File: config.mk
export PLATFORM = sky130hd
export DESIGN_NAME = lif_reservoir_engine
export DESIGN_NICKNAME = d
export VERILOG_FILES = /design/src/rtl/lif_pkg.sv /design/src/rtl/lif_weight_rom.sv /design/src/rtl/lif_state_ram.sv /design/src/rtl/lif_neuron_alu.sv /design/src/rtl/lif_reservoir_engine.sv
export SDC_FILE = /design/constraint.sdc
export NUM_CORES = 1
export LEC_CHECK = 0
export BUFFER_PORTS_ARGS = -buffer_cell sky130_fd_sc_hd__buf_2
export CORE_UTILIZATION = 65
export DETAILED_ROUTE_END_ITERATION = 10
export PLACE_DENSITY = 0.83
export SLEW_MARGIN = 30
export SYNTH_ARGS = -nofsm -noshare
export SYNTH_HDL_FRONTEND = slang
export SYNTH_SLANG_ARGS = --single-unit
File: constraint.sdc
create_clock -name clk -period 15.3 [get_ports clk]
set_input_delay 2.295 -clock clk [delete_from_list [all_inputs] [get_ports clk]]
set_output_delay 2.295 -clock clk [all_outputs]
set_load 0.005 [all_outputs]
File: src/rtl/lif_pkg.sv
package lif_pkg;
  localparam int ACC_W   = 16;
  localparam int SHIFT_W = 4;

  typedef logic signed [ACC_W-1:0] acc_t;
  typedef enum logic [2:0] {PH_IDLE, PH_FETCH, PH_ACC, PH_WRITE, PH_DONE} phase_t;

  localparam acc_t ACC_MAX = acc_t'((2 ** (ACC_W - 1)) - 1);
  localparam acc_t ACC_MIN = acc_t'(-(2 ** (ACC_W - 1)));

  function automatic acc_t sat_add(acc_t a, acc_t b);
    logic signed [ACC_W:0] s;
    s = {a[ACC_W-1], a} + {b[ACC_W-1], b};
    if (s[ACC_W] != s[ACC_W-1]) return s[ACC_W] ? ACC_MIN : ACC_MAX;
    return s[ACC_W-1:0];
  endfunction

  function automatic acc_t leak(acc_t x, logic [SHIFT_W-1:0] k);
    return x - (x >>> k);
  endfunction

  function automatic acc_t weight_of(int src, int dst, int unit);
    int v;
    v = (((src * 5 + dst * 3) % 11) - 3) * unit;
    return acc_t'(v);
  endfunction
endpackage

File: src/rtl/lif_weight_rom.sv
module lif_weight_rom import lif_pkg::*; #(
  parameter int N_NEURONS = 8,
  parameter int N_INPUTS  = 4,
  parameter int W_UNIT    = 16
) (
  input  logic [$clog2(N_INPUTS+N_NEURONS)-1:0] src,
  input  logic [$clog2(N_NEURONS)-1:0]          dst,
  output acc_t                                  weight
);
  localparam int SRC_N = N_INPUTS + N_NEURONS;

  acc_t tbl [SRC_N][N_NEURONS];

  for (genvar s = 0; s < SRC_N; s++) begin : g_src
    for (genvar d = 0; d < N_NEURONS; d++) begin : g_dst
      assign tbl[s][d] = weight_of(s, d, W_UNIT);
    end
  end

  assign weight = tbl[src][dst];
endmodule

File: src/rtl/lif_state_ram.sv
module lif_state_ram import lif_pkg::*; #(
  parameter int DEPTH = 8
) (
  input  logic                     clk,
  input  logic                     rst_n,
  input  logic [$clog2(DEPTH)-1:0] rd_addr,
  output acc_t                     rd_syn,
  output acc_t                     rd_mem,
  input  logic                     wr_en,
  input  logic [$clog2(DEPTH)-1:0] wr_addr,
  input  acc_t                     wr_syn,
  input  acc_t                     wr_mem
);
  acc_t syn_arr [DEPTH];
  acc_t mem_arr [DEPTH];

  always_ff @(posedge clk or negedge rst_n) begin
    if (!rst_n) begin
      for (int i = 0; i < DEPTH; i++) begin
        syn_arr[i] <= '0;
        mem_arr[i] <= '0;
      end
    end else if (wr_en) begin
      syn_arr[wr_addr] <= wr_syn;
      mem_arr[wr_addr] <= wr_mem;
    end
  end

  assign rd_syn = syn_arr[rd_addr];
  assign rd_mem = mem_arr[rd_addr];
endmodule

File: src/rtl/lif_neuron_alu.sv
module lif_neuron_alu import lif_pkg::*; (
  input  acc_t               syn_in,
  input  acc_t               mem_in,
  input  logic [SHIFT_W-1:0] syn_k,
  input  logic [SHIFT_W-1:0] mem_k,
  input  acc_t               thr,
  output acc_t               syn_out,
  output acc_t               mem_out,
  output logic               fire
);
  acc_t mem_sum;
  acc_t mem_leaked;

  always_comb begin
    mem_sum    = sat_add(mem_in, syn_in);
    syn_out    = leak(syn_in, syn_k);
    mem_leaked = leak(mem_sum, mem_k);
    fire       = (mem_leaked > thr);
    mem_out    = fire ? '0 : mem_leaked;
  end
endmodule

File: src/rtl/lif_reservoir_engine.sv
module lif_reservoir_engine import lif_pkg::*; #(
  parameter int N_NEURONS = 8,
  parameter int N_INPUTS  = 4,
  parameter int W_UNIT    = 16
) (
  input  logic                          clk,
  input  logic                          rst_n,
  input  logic                          step_start,
  input  logic [N_INPUTS-1:0]           in_spikes,
  input  logic [SHIFT_W-1:0]            syn_shift,
  input  logic [SHIFT_W-1:0]            mem_shift,
  input  logic [ACC_W-1:0]              threshold,
  output logic                          spk_valid,
  output logic [$clog2(N_NEURONS)-1:0]  spk_id,
  output logic                          spk_fire,
  output logic [ACC_W-1:0]              spk_mem,
  output logic                          step_done
);
  localparam int SRC_N = N_INPUTS + N_NEURONS;
  localparam int IDW   = $clog2(N_NEURONS);
  localparam int SW    = $clog2(SRC_N);
  localparam logic [IDW-1:0] LAST_N = IDW'(N_NEURONS - 1);
  localparam logic [SW-1:0]  LAST_S = SW'(SRC_N - 1);

  // reset: asserted asynchronously, released on a clock edge
  logic [1:0] rst_pipe;
  logic       rst_i;
  always_ff @(posedge clk or negedge rst_n) begin
    if (!rst_n) rst_pipe <= 2'b00;
    else        rst_pipe <= {rst_pipe[0], 1'b1};
  end
  assign rst_i = rst_pipe[1];

  phase_t                phase_q, phase_d;
  logic [IDW-1:0]        nidx_q, nidx_d;
  logic [SW-1:0]         sidx_q, sidx_d;
  acc_t                  syn_acc_q, syn_acc_d;
  logic [N_INPUTS-1:0]   ext_q;
  logic [N_NEURONS-1:0]  prev_q, cur_q, cur_d;
  logic [SHIFT_W-1:0]    ks_q, km_q;
  acc_t                  thr_q;
  logic                  cfg_ld;
  logic                  busy;

  logic [SRC_N-1:0]      src_vec;
  acc_t                  w_cur;
  acc_t                  ram_syn, ram_mem;
  acc_t                  new_syn, new_mem;
  logic                  new_fire;
  logic                  wr_en;

  assign src_vec = {prev_q, ext_q};
  assign wr_en   = (phase_q == PH_WRITE);
  assign busy    = (phase_q != PH_IDLE);

  lif_weight_rom #(.N_NEURONS(N_NEURONS), .N_INPUTS(N_INPUTS), .W_UNIT(W_UNIT)) u_wrom (
    .src(sidx_q), .dst(nidx_q), .weight(w_cur)
  );

  lif_state_ram #(.DEPTH(N_NEURONS)) u_sram (
    .clk(clk), .rst_n(rst_i),
    .rd_addr(nidx_q), .rd_syn(ram_syn), .rd_mem(ram_mem),
    .wr_en(wr_en), .wr_addr(nidx_q), .wr_syn(new_syn), .wr_mem(new_mem)
  );

  lif_neuron_alu u_alu (
    .syn_in(syn_acc_q), .mem_in(ram_mem), .syn_k(ks_q), .mem_k(km_q), .thr(thr_q),
    .syn_out(new_syn), .mem_out(new_mem), .fire(new_fire)
  );

  // next-state
  always_comb begin
    phase_d   = phase_q;
    nidx_d    = nidx_q;
    sidx_d    = sidx_q;
    syn_acc_d = syn_acc_q;
    cur_d     = cur_q;
    cfg_ld    = 1'b0;
    case (phase_q)
      PH_IDLE: begin
        if (step_start) begin
          phase_d = PH_FETCH;
          nidx_d  = '0;
          cfg_ld  = 1'b1;
        end
      end
      PH_FETCH: begin
        syn_acc_d = ram_syn;
        sidx_d    = '0;
        phase_d   = PH_ACC;
      end
      PH_ACC: begin
        if (src_vec[sidx_q]) syn_acc_d = sat_add(syn_acc_q, w_cur);
        if (sidx_q == LAST_S) phase_d = PH_WRITE;
        else                  sidx_d  = sidx_q + 1'b1;
      end
      PH_WRITE: begin
        cur_d[nidx_q] = new_fire;
        if (nidx_q == LAST_N) phase_d = PH_DONE;
        else begin
          nidx_d  = nidx_q + 1'b1;
          phase_d = PH_FETCH;
        end
      end
      PH_DONE:  phase_d = PH_IDLE;
      default:  phase_d = PH_IDLE;
    endcase
  end

  // registers
  always_ff @(posedge clk or negedge rst_i) begin
    if (!rst_i) begin
      phase_q   <= PH_IDLE;
      nidx_q    <= '0;
      sidx_q    <= '0;
      syn_acc_q <= '0;
      cur_q     <= '0;
    end else begin
      phase_q   <= phase_d;
      nidx_q    <= nidx_d;
      sidx_q    <= sidx_d;
      syn_acc_q <= syn_acc_d;
      cur_q     <= cur_d;
    end
  end

  always_ff @(posedge clk or negedge rst_i) begin
    if (!rst_i) begin
      ext_q  <= '0;
      prev_q <= '0;
      ks_q   <= '0;
      km_q   <= '0;
      thr_q  <= '0;
    end else if (cfg_ld) begin
      ext_q  <= in_spikes;
      prev_q <= cur_q;
      ks_q   <= syn_shift;
      km_q   <= mem_shift;
      thr_q  <= acc_t'(threshold);
    end
  end

  assign spk_valid = wr_en;
  assign spk_id    = nidx_q;
  assign spk_fire  = wr_en & new_fire;
  assign spk_mem   = new_mem;
  assign step_done = (phase_q == PH_DONE);
endmodule

==> flow_metrics.tcl, run 1 <==
set metrics [dict create \
    status "finished, final reports clean" \
    diodes 0 \
    async_reset_ff_share_pct 100.0 \
    cpMostUsedCell "a21oi_1" \
    initial_core_util_pct 66.24 \
    worst_pin_slew_ns 1.010 \
    period_needed_ns 12.71 \
    crit_path_max_incr_delay_ns 0.77 \
    grt_pass1_vias 16260 \
    synth_compound_area_share_pct 21.14 \
    syn-cell-area_um2 19680 \
    slew-limit-headroom_pct 32.39 \
    grt_overflow 0 \
    startpoint "spk_id[2]$_DFFE_PN0P_" \
    synth_xor_xnor_area_share_pct 2.002 \
    synth_top_area_share_pct 41.70 \
    ys_ff_latch 328 \
    die_height_um 176.0 \
    synth_edf_count 0 \
    synthesis.nets 2276 \
    reg2reg_slack_ns 5.32 \
    ioPinCount 53 \
    max_cap_violations 0 \
    cp_max_fo 47 \
    setup.worst_path.end "spk_mem[14]" \
    grt_usage_pct 37.35 \
    synthFlopType "dfrtp_1" \
    reg2regPathDepth 34 \
    antenna_found_initial 1 \
    area_delta_synth_final_pct 8.371 \
    ctsResizeCount 0 \
    cts_buffers 35 \
    vias 17040 \
    ant_nets 0 \
    reg2reg_from "spk_id[2]$_DFFE_PN0P_" \
    tns_ns 0 \
    hold_path.class "reg -> async" \
    synth_top_area_cell "dfrtp_1" \
    viasPerCell 6.686 \
    drc 0 \
    endpoint_kind "output port" \
    clock_latency_ns 0.54 \
    holdBufCountCts 0 \
    finalSetupViolCount 0 \
    dieArea_um2 30980 \
    worstPathArrival_ns 10.41 \
    die_x_um 176.0 \
    coreArea_um2 29720 \
    period_share_pct 83.06 \
    clkSinkCount 328 \
    yosysWarnings 0 \
    rows 63 \
    clockBufferDepth 3 \
    regArea_um2 8218 \
    worst_clock_skew_ns 0.01018 \
    place.gp.congestion 0.9594 \
    slew_violations 0 \
    avgSynthCellArea_um2 9.147 \
    max_freq_mhz 78.69 \
    cts_tree "done" \
    synthTopCellsByCount "nand2_1 (400), dfrtp_1 (328), o21ai_0 (291)" \
    final_nets 2257 \
    drive_gt1_share_pct 13.25 \
    place_hpwl_mm 39.01 \
    port_buffers 52 \
    drt_iter0_markers 1884 \
    synthMuxAreaShare_pct 11.49 \
    crit_type "reg -> out" \
    cts-root-buf "clkbuf_16" \
    crit_path_start_kind "register" \
    r2r-end "u_sram.mem_arr[63]$_DFFE_PN0P_" \
    finalHoldViolCount 0 \
    synth_cells 2152 \
    wire_per_inst_um 22.47 \
    crit_slowest_cell "nor2_1" \
    first_pass_iters 8 \
    multi_input_area_um2 10780 \
    routed_wl_mm 57.25 \
    yosysMostFrequentCell "nand2_1" \
    grt_max_degree 190 \
    synth_area_leaders "dfrtp_1 (42%), nand2_1 (7.6%), o21ai_0 (7.4%), ha_1 (5.7%), mux2_2 (5.1%)" \
    yosysSeqAreaShare_pct 41.70 \
    cts_max_level 2 \
    synth_cell_type_count 85 \
    grt_pass1_wl_mm 89.80 \
    clkTransAtPathRegs_ns 0.06 \
    critical_path_required_ns 13.01 \
    post_cts_buffers 0 \
    fillers 2175 \
    synth_top_family_by_area "compound AO/OA/AOI/OAI gates" \
    rsz0062_at_grt "false" \
    synthSimpleGateAreaFrac_pct 13.53 \
    synthAdderAreaFrac_pct 6.318 \
]
-- area by class of cell --
class	instances	area share, %
clock buffer	53	4.798
clock inverter	9	0.4575
inverter	63	1.109
multi-input combinational	1628	50.55
sequential	328	38.52
tap	390	2.288
timing repair buffer	77	2.270
-- flip-flops by register name, summed over array words and instances, names as in the netlist, 4 cells and up --
register / count
cur_q: 8
ext_q: 4
km_q: 4
ks_q: 4
prev_q: 8
sidx_q: 4
syn_acc_q: 16
thr_q: 16
u_sram.mem_arr: 128
u_sram.syn_arr: 128
-- layer usage --
layer	vias up	GRT usage [%]	routed length (µm)
met4	2	14.71	2264
met2	922	57.45	25890
li1	7637	-	-
met1	8287	52.32	23670
met3	187	7.192	5420
met5	-	0	6
-- worst max-delay path: cells and delay by family, from the launching register on --
family                   cells  cell delay, ns
multiplexers                 1            0.24
AND/OR/NAND/NOR              6            1.77
AO/OA/AOI/OAI               18            4.54
adder cells (fa/ha/maj)      4            1.20
flip-flops                   1            0.75
buffers and inverters        6            1.34
-- cell families (layout without fill, tap and decap cells) --
group                      count (synthesis)  after routing
AOI/OAI and AO/OA                        668            668
xor gates and xnor gates                  45             45
adders and majority gates                 98             98
buffers and inverters                    196            202
DFF                                      328            328
muxes                                    186            186
other                                      1              1
and+or+nand+nor                          630            630
-- through the flow --
stage                     util (%)  hold slack (ns)  setup WS [ns]  cells  area [µm²]
after floorplan                  -           0.3312          4.541   2152       19680
after global placement       67.78           0.3369          3.700   2485       20140
after detailed placement     67.83           0.3499          3.484   2485       20160
after CTS                    71.61           0.3638          2.859   2547       21280
after global routing         71.78           0.3734          2.026   2548       21330
final                        71.78           0.3471          2.592   2548       21330
-- worst min path at each step --
stage / start / end / slack, ns / cells after the start
after floorplan: rst_pipe[0]$_DFF_PN0_ / rst_pipe[1]$_DFF_PN0_ / 0.33 / 0
after global placement: rst_pipe[0]$_DFF_PN0_ / rst_pipe[1]$_DFF_PN0_ / 0.34 / 0
after detailed placement: rst_pipe[0]$_DFF_PN0_ / rst_pipe[1]$_DFF_PN0_ / 0.35 / 0
after CTS: rst_pipe[0]$_DFF_PN0_ / rst_pipe[1]$_DFF_PN0_ / 0.36 / 0
after global routing: rst_pipe[0]$_DFF_PN0_ / rst_pipe[1]$_DFF_PN0_ / 0.37 / 0
final: rst_pipe[1]$_DFF_PN0_ / u_sram.syn_arr[59]$_DFFE_PN0P_ / 0.35 / 1
-- placed cells by master (no fill, tap or decap), types with 19 or more instances in the layout --
cell type,netlist,layout
mux2i_1,73,73
clkbuf_16,0,35
a21oi_1,119,119
ha_1,89,89
a22oi_1,21,21
a21o_1,20,20
mux4_2,23,23
xor2_1,19,19
xnor2_1,26,26
dfrtp_1,328,324
a211oi_1,21,21
nand2b_1,20,20
buf_4,1,22
mux2_2,90,90
nor2_1,106,104
inv_1,59,59
buf_2,6,52
nand2_1,400,398
nor3_1,21,21
o21ai_0,291,291
a31oi_1,20,19
Power of run 1 is left out: the tool's default activity adds up to more than one toggle a clock period on the data nets, which glitch-free logic cannot reach.
==> run 2: changes to the inputs <==
CORE_UTILIZATION = 57   (was 65)
PLACE_DENSITY = 0.77   (was 0.83)
clock period = 10.9 ns   (was 15.3 ns; I/O delays follow)
==> run 2 against run 1 <==
Flip-flop and latch count stayed put. Final area is 1.4% higher. Global-route usage is 5.4 points lower. Clock-buffer cell count is 3 higher. Non-clock buffer count is 15 higher. Cell count is 3.1% higher. Hold slack worse by 0.043 ns. Register-to-register slack worse by 2.8 ns. Setup slack worse by 2.1 ns. Critical path type unchanged. Critical endpoint is now spk_mem[10].
==> flow_metrics.tcl, run 2 (synthesized netlist as in run 1, its figures left out) <==
set metrics [dict create \
    max_freq_mhz 95.88 \
    grt_pass1_wl_mm 89.23 \
    final_common_cell "nand2_1" \
    rows 67 \
    finalHoldViolCount 0 \
    drc 0 \
    grt_util_met3_pct 4.342 \
    hold_path.class "reg -> async" \
    first_pass_iters 7 \
    period_share_pct 95.68 \
    dieArea_um2 35280 \
    final_nets 2275 \
    drt_iter0_markers 1794 \
    place_area_um2 20300 \
    r2r-end "u_sram.mem_arr[46]$_DFFE_PN0P_" \
    status "finished, final reports clean" \
    fin_area_um2 21640 \
    grt_overflow 0 \
    die_height_um 187.8 \
    area_delta_synth_final_pct 9.935 \
    port_buffers 52 \
    antenna_found_initial 1 \
    viasPerCell 6.383 \
    finalSetupViolCount 0 \
    fillers 2747 \
    crit_path_start_kind "register" \
    reg2reg_from "spk_id[2]$_DFFE_PN0P_" \
    grt_usage_pct 31.94 \
    clock_latency_ns 0.52 \
    period_needed_ns 10.43 \
    grt_pass1_vias 16210 \
    post-route-util_pct 64.05 \
    startpoint "spk_id[2]$_DFFE_PN0P_" \
    critical_path_required_ns 9.27 \
    slew-limit-headroom_pct 27.04 \
    wire_per_inst_um 21.44 \
    drive_gt1_share_pct 14.97 \
    ant_nets 0 \
    place_hpwl_mm 38.82 \
    diodes 0 \
    ioPinCount 53 \
    cts_max_level 2 \
    endpoint_kind "output port" \
    cts_buffers 37 \
    grt_max_degree 184 \
    slew_violations 0 \
    biggestRegsByFlops "u_sram.mem_arr x128, u_sram.syn_arr x128" \
    worst_clock_skew_ns 0.01133 \
    cp_max_fo 25 \
    clockBufferDepth 3 \
    cts_tree "done" \
    clkTransAtPathRegs_ns 0.06 \
    grtUsageMet2_pct 50.21 \
    worstPathArrival_ns 8.79 \
    reg2reg_slack_ns 2.52 \
    vias 16760 \
    reg2regPathDepth 36 \
    coreArea_um2 33780 \
    routed_wl_mm 56.29 \
    use_met1_pct 45.86 \
    setup.worst_path.end "spk_mem[10]" \
    crit_path_max_incr_delay_ns 0.48 \
    cts-root-buf "clkbuf_16" \
    fin_hold_ws_ns 0.3039 \
    die_x_um 187.8 \
    max_cap_violations 0 \
    initial_core_util_pct 58.26 \
    worst_pin_slew_ns 1.087 \
    clkSinkCount 328 \
    grt-busiest-layer "met2" \
    mostFrequentLayoutCells "nand2_1 (383), dfrtp_1 (324), o21ai_0 (290)" \
    rsz0062_at_grt "false" \
    tns_ns 0 \
    place.gp.congestion 0.9575 \
    crit_slowest_cell "mux4_2" \
    crit_type "reg -> out" \
]
==> run 2: changes by cell type in the layout (fill, tap and decap cells not counted), sizes merged <==
| cell | delta |
|---|---|
| buf | +15 |
| a22oi | +1 |
| bufinv | -1 |
| clkbuf | +3 |
| inv | +2 |
==> run 2: per-stage QoR <==
step                instances  worst slack [ns]
floorplan                2152            0.8013
global placement         2553            0.6766
detailed placement       2553            0.5798
CTS                      2619           0.01570
global route             2626         0.0004956
finish                   2626            0.4705
==> run 2: timing repair <==
item	4_1_cts	5_1_grt
pin swaps	0	1
gates cloned	0	1
endpoints found under the setup margin	4	17
gates resized for setup	1	28
hold buffers	0	0
setup buffers	0	5
==> run 2: worst min-delay path by stage <==
stage / to / slack (ns) / cells after the start
CTS: u_sram.mem_arr[55]$_DFFE_PN0P_ / 0.33 / 0
detailed placement: u_sram.mem_arr[55]$_DFFE_PN0P_ / 0.32 / 0
floorplan: rst_pipe[1]$_DFF_PN0_ / 0.33 / 0
global route: u_sram.mem_arr[55]$_DFFE_PN0P_ / 0.35 / 0
finish: u_sram.mem_arr[55]$_DFFE_PN0P_ / 0.30 / 0
global placement: u_sram.mem_arr[23]$_DFFE_PN0P_ / 0.31 / 0
==> run 2: layout make-up <==
| type | instances | area, µm² | area share [%] |
|---|---|---|---|
| Tap cell | 448 | 560.5 | 2.590 |
| Clock inverter | 10 | 70.07 | 0.3238 |
| Inverter | 63 | 236.5 | 1.093 |
| Timing Repair Buffer | 92 | 611.8 | 2.827 |
| Multi-Input combinational cell | 1629 | 10870 | 50.21 |
| Sequential cell | 328 | 8218 | 37.98 |
| Clock buffer | 56 | 1077 | 4.978 |
==> run 2: worst max-delay path: cells and delay by family (launching register included) <==
kind                       cells  cell delay (ns)
AOI/OAI and AO/OA             18             3.80
adders and majority gates      5             1.39
and+or+nand+nor                7             1.14
buffers and inverters          6             0.98
muxes                          1             0.48
DFF                            1             0.45
==> run 2: per-layer routing <==
| layer | vias to the layer above | wire length, µm | share of wire (%) |
|---|---|---|---|
| met4 | 2 | 1629 | 2.9 |
| met5 | - | 9 | 0.016 |
| met2 | 696 | 25840 | 46 |
| met1 | 8271 | 24380 | 43 |
| li1 | 7671 | - | - |
| met3 | 123 | 4435 | 7.9 |
Power of run 2 is left out for the same reason.
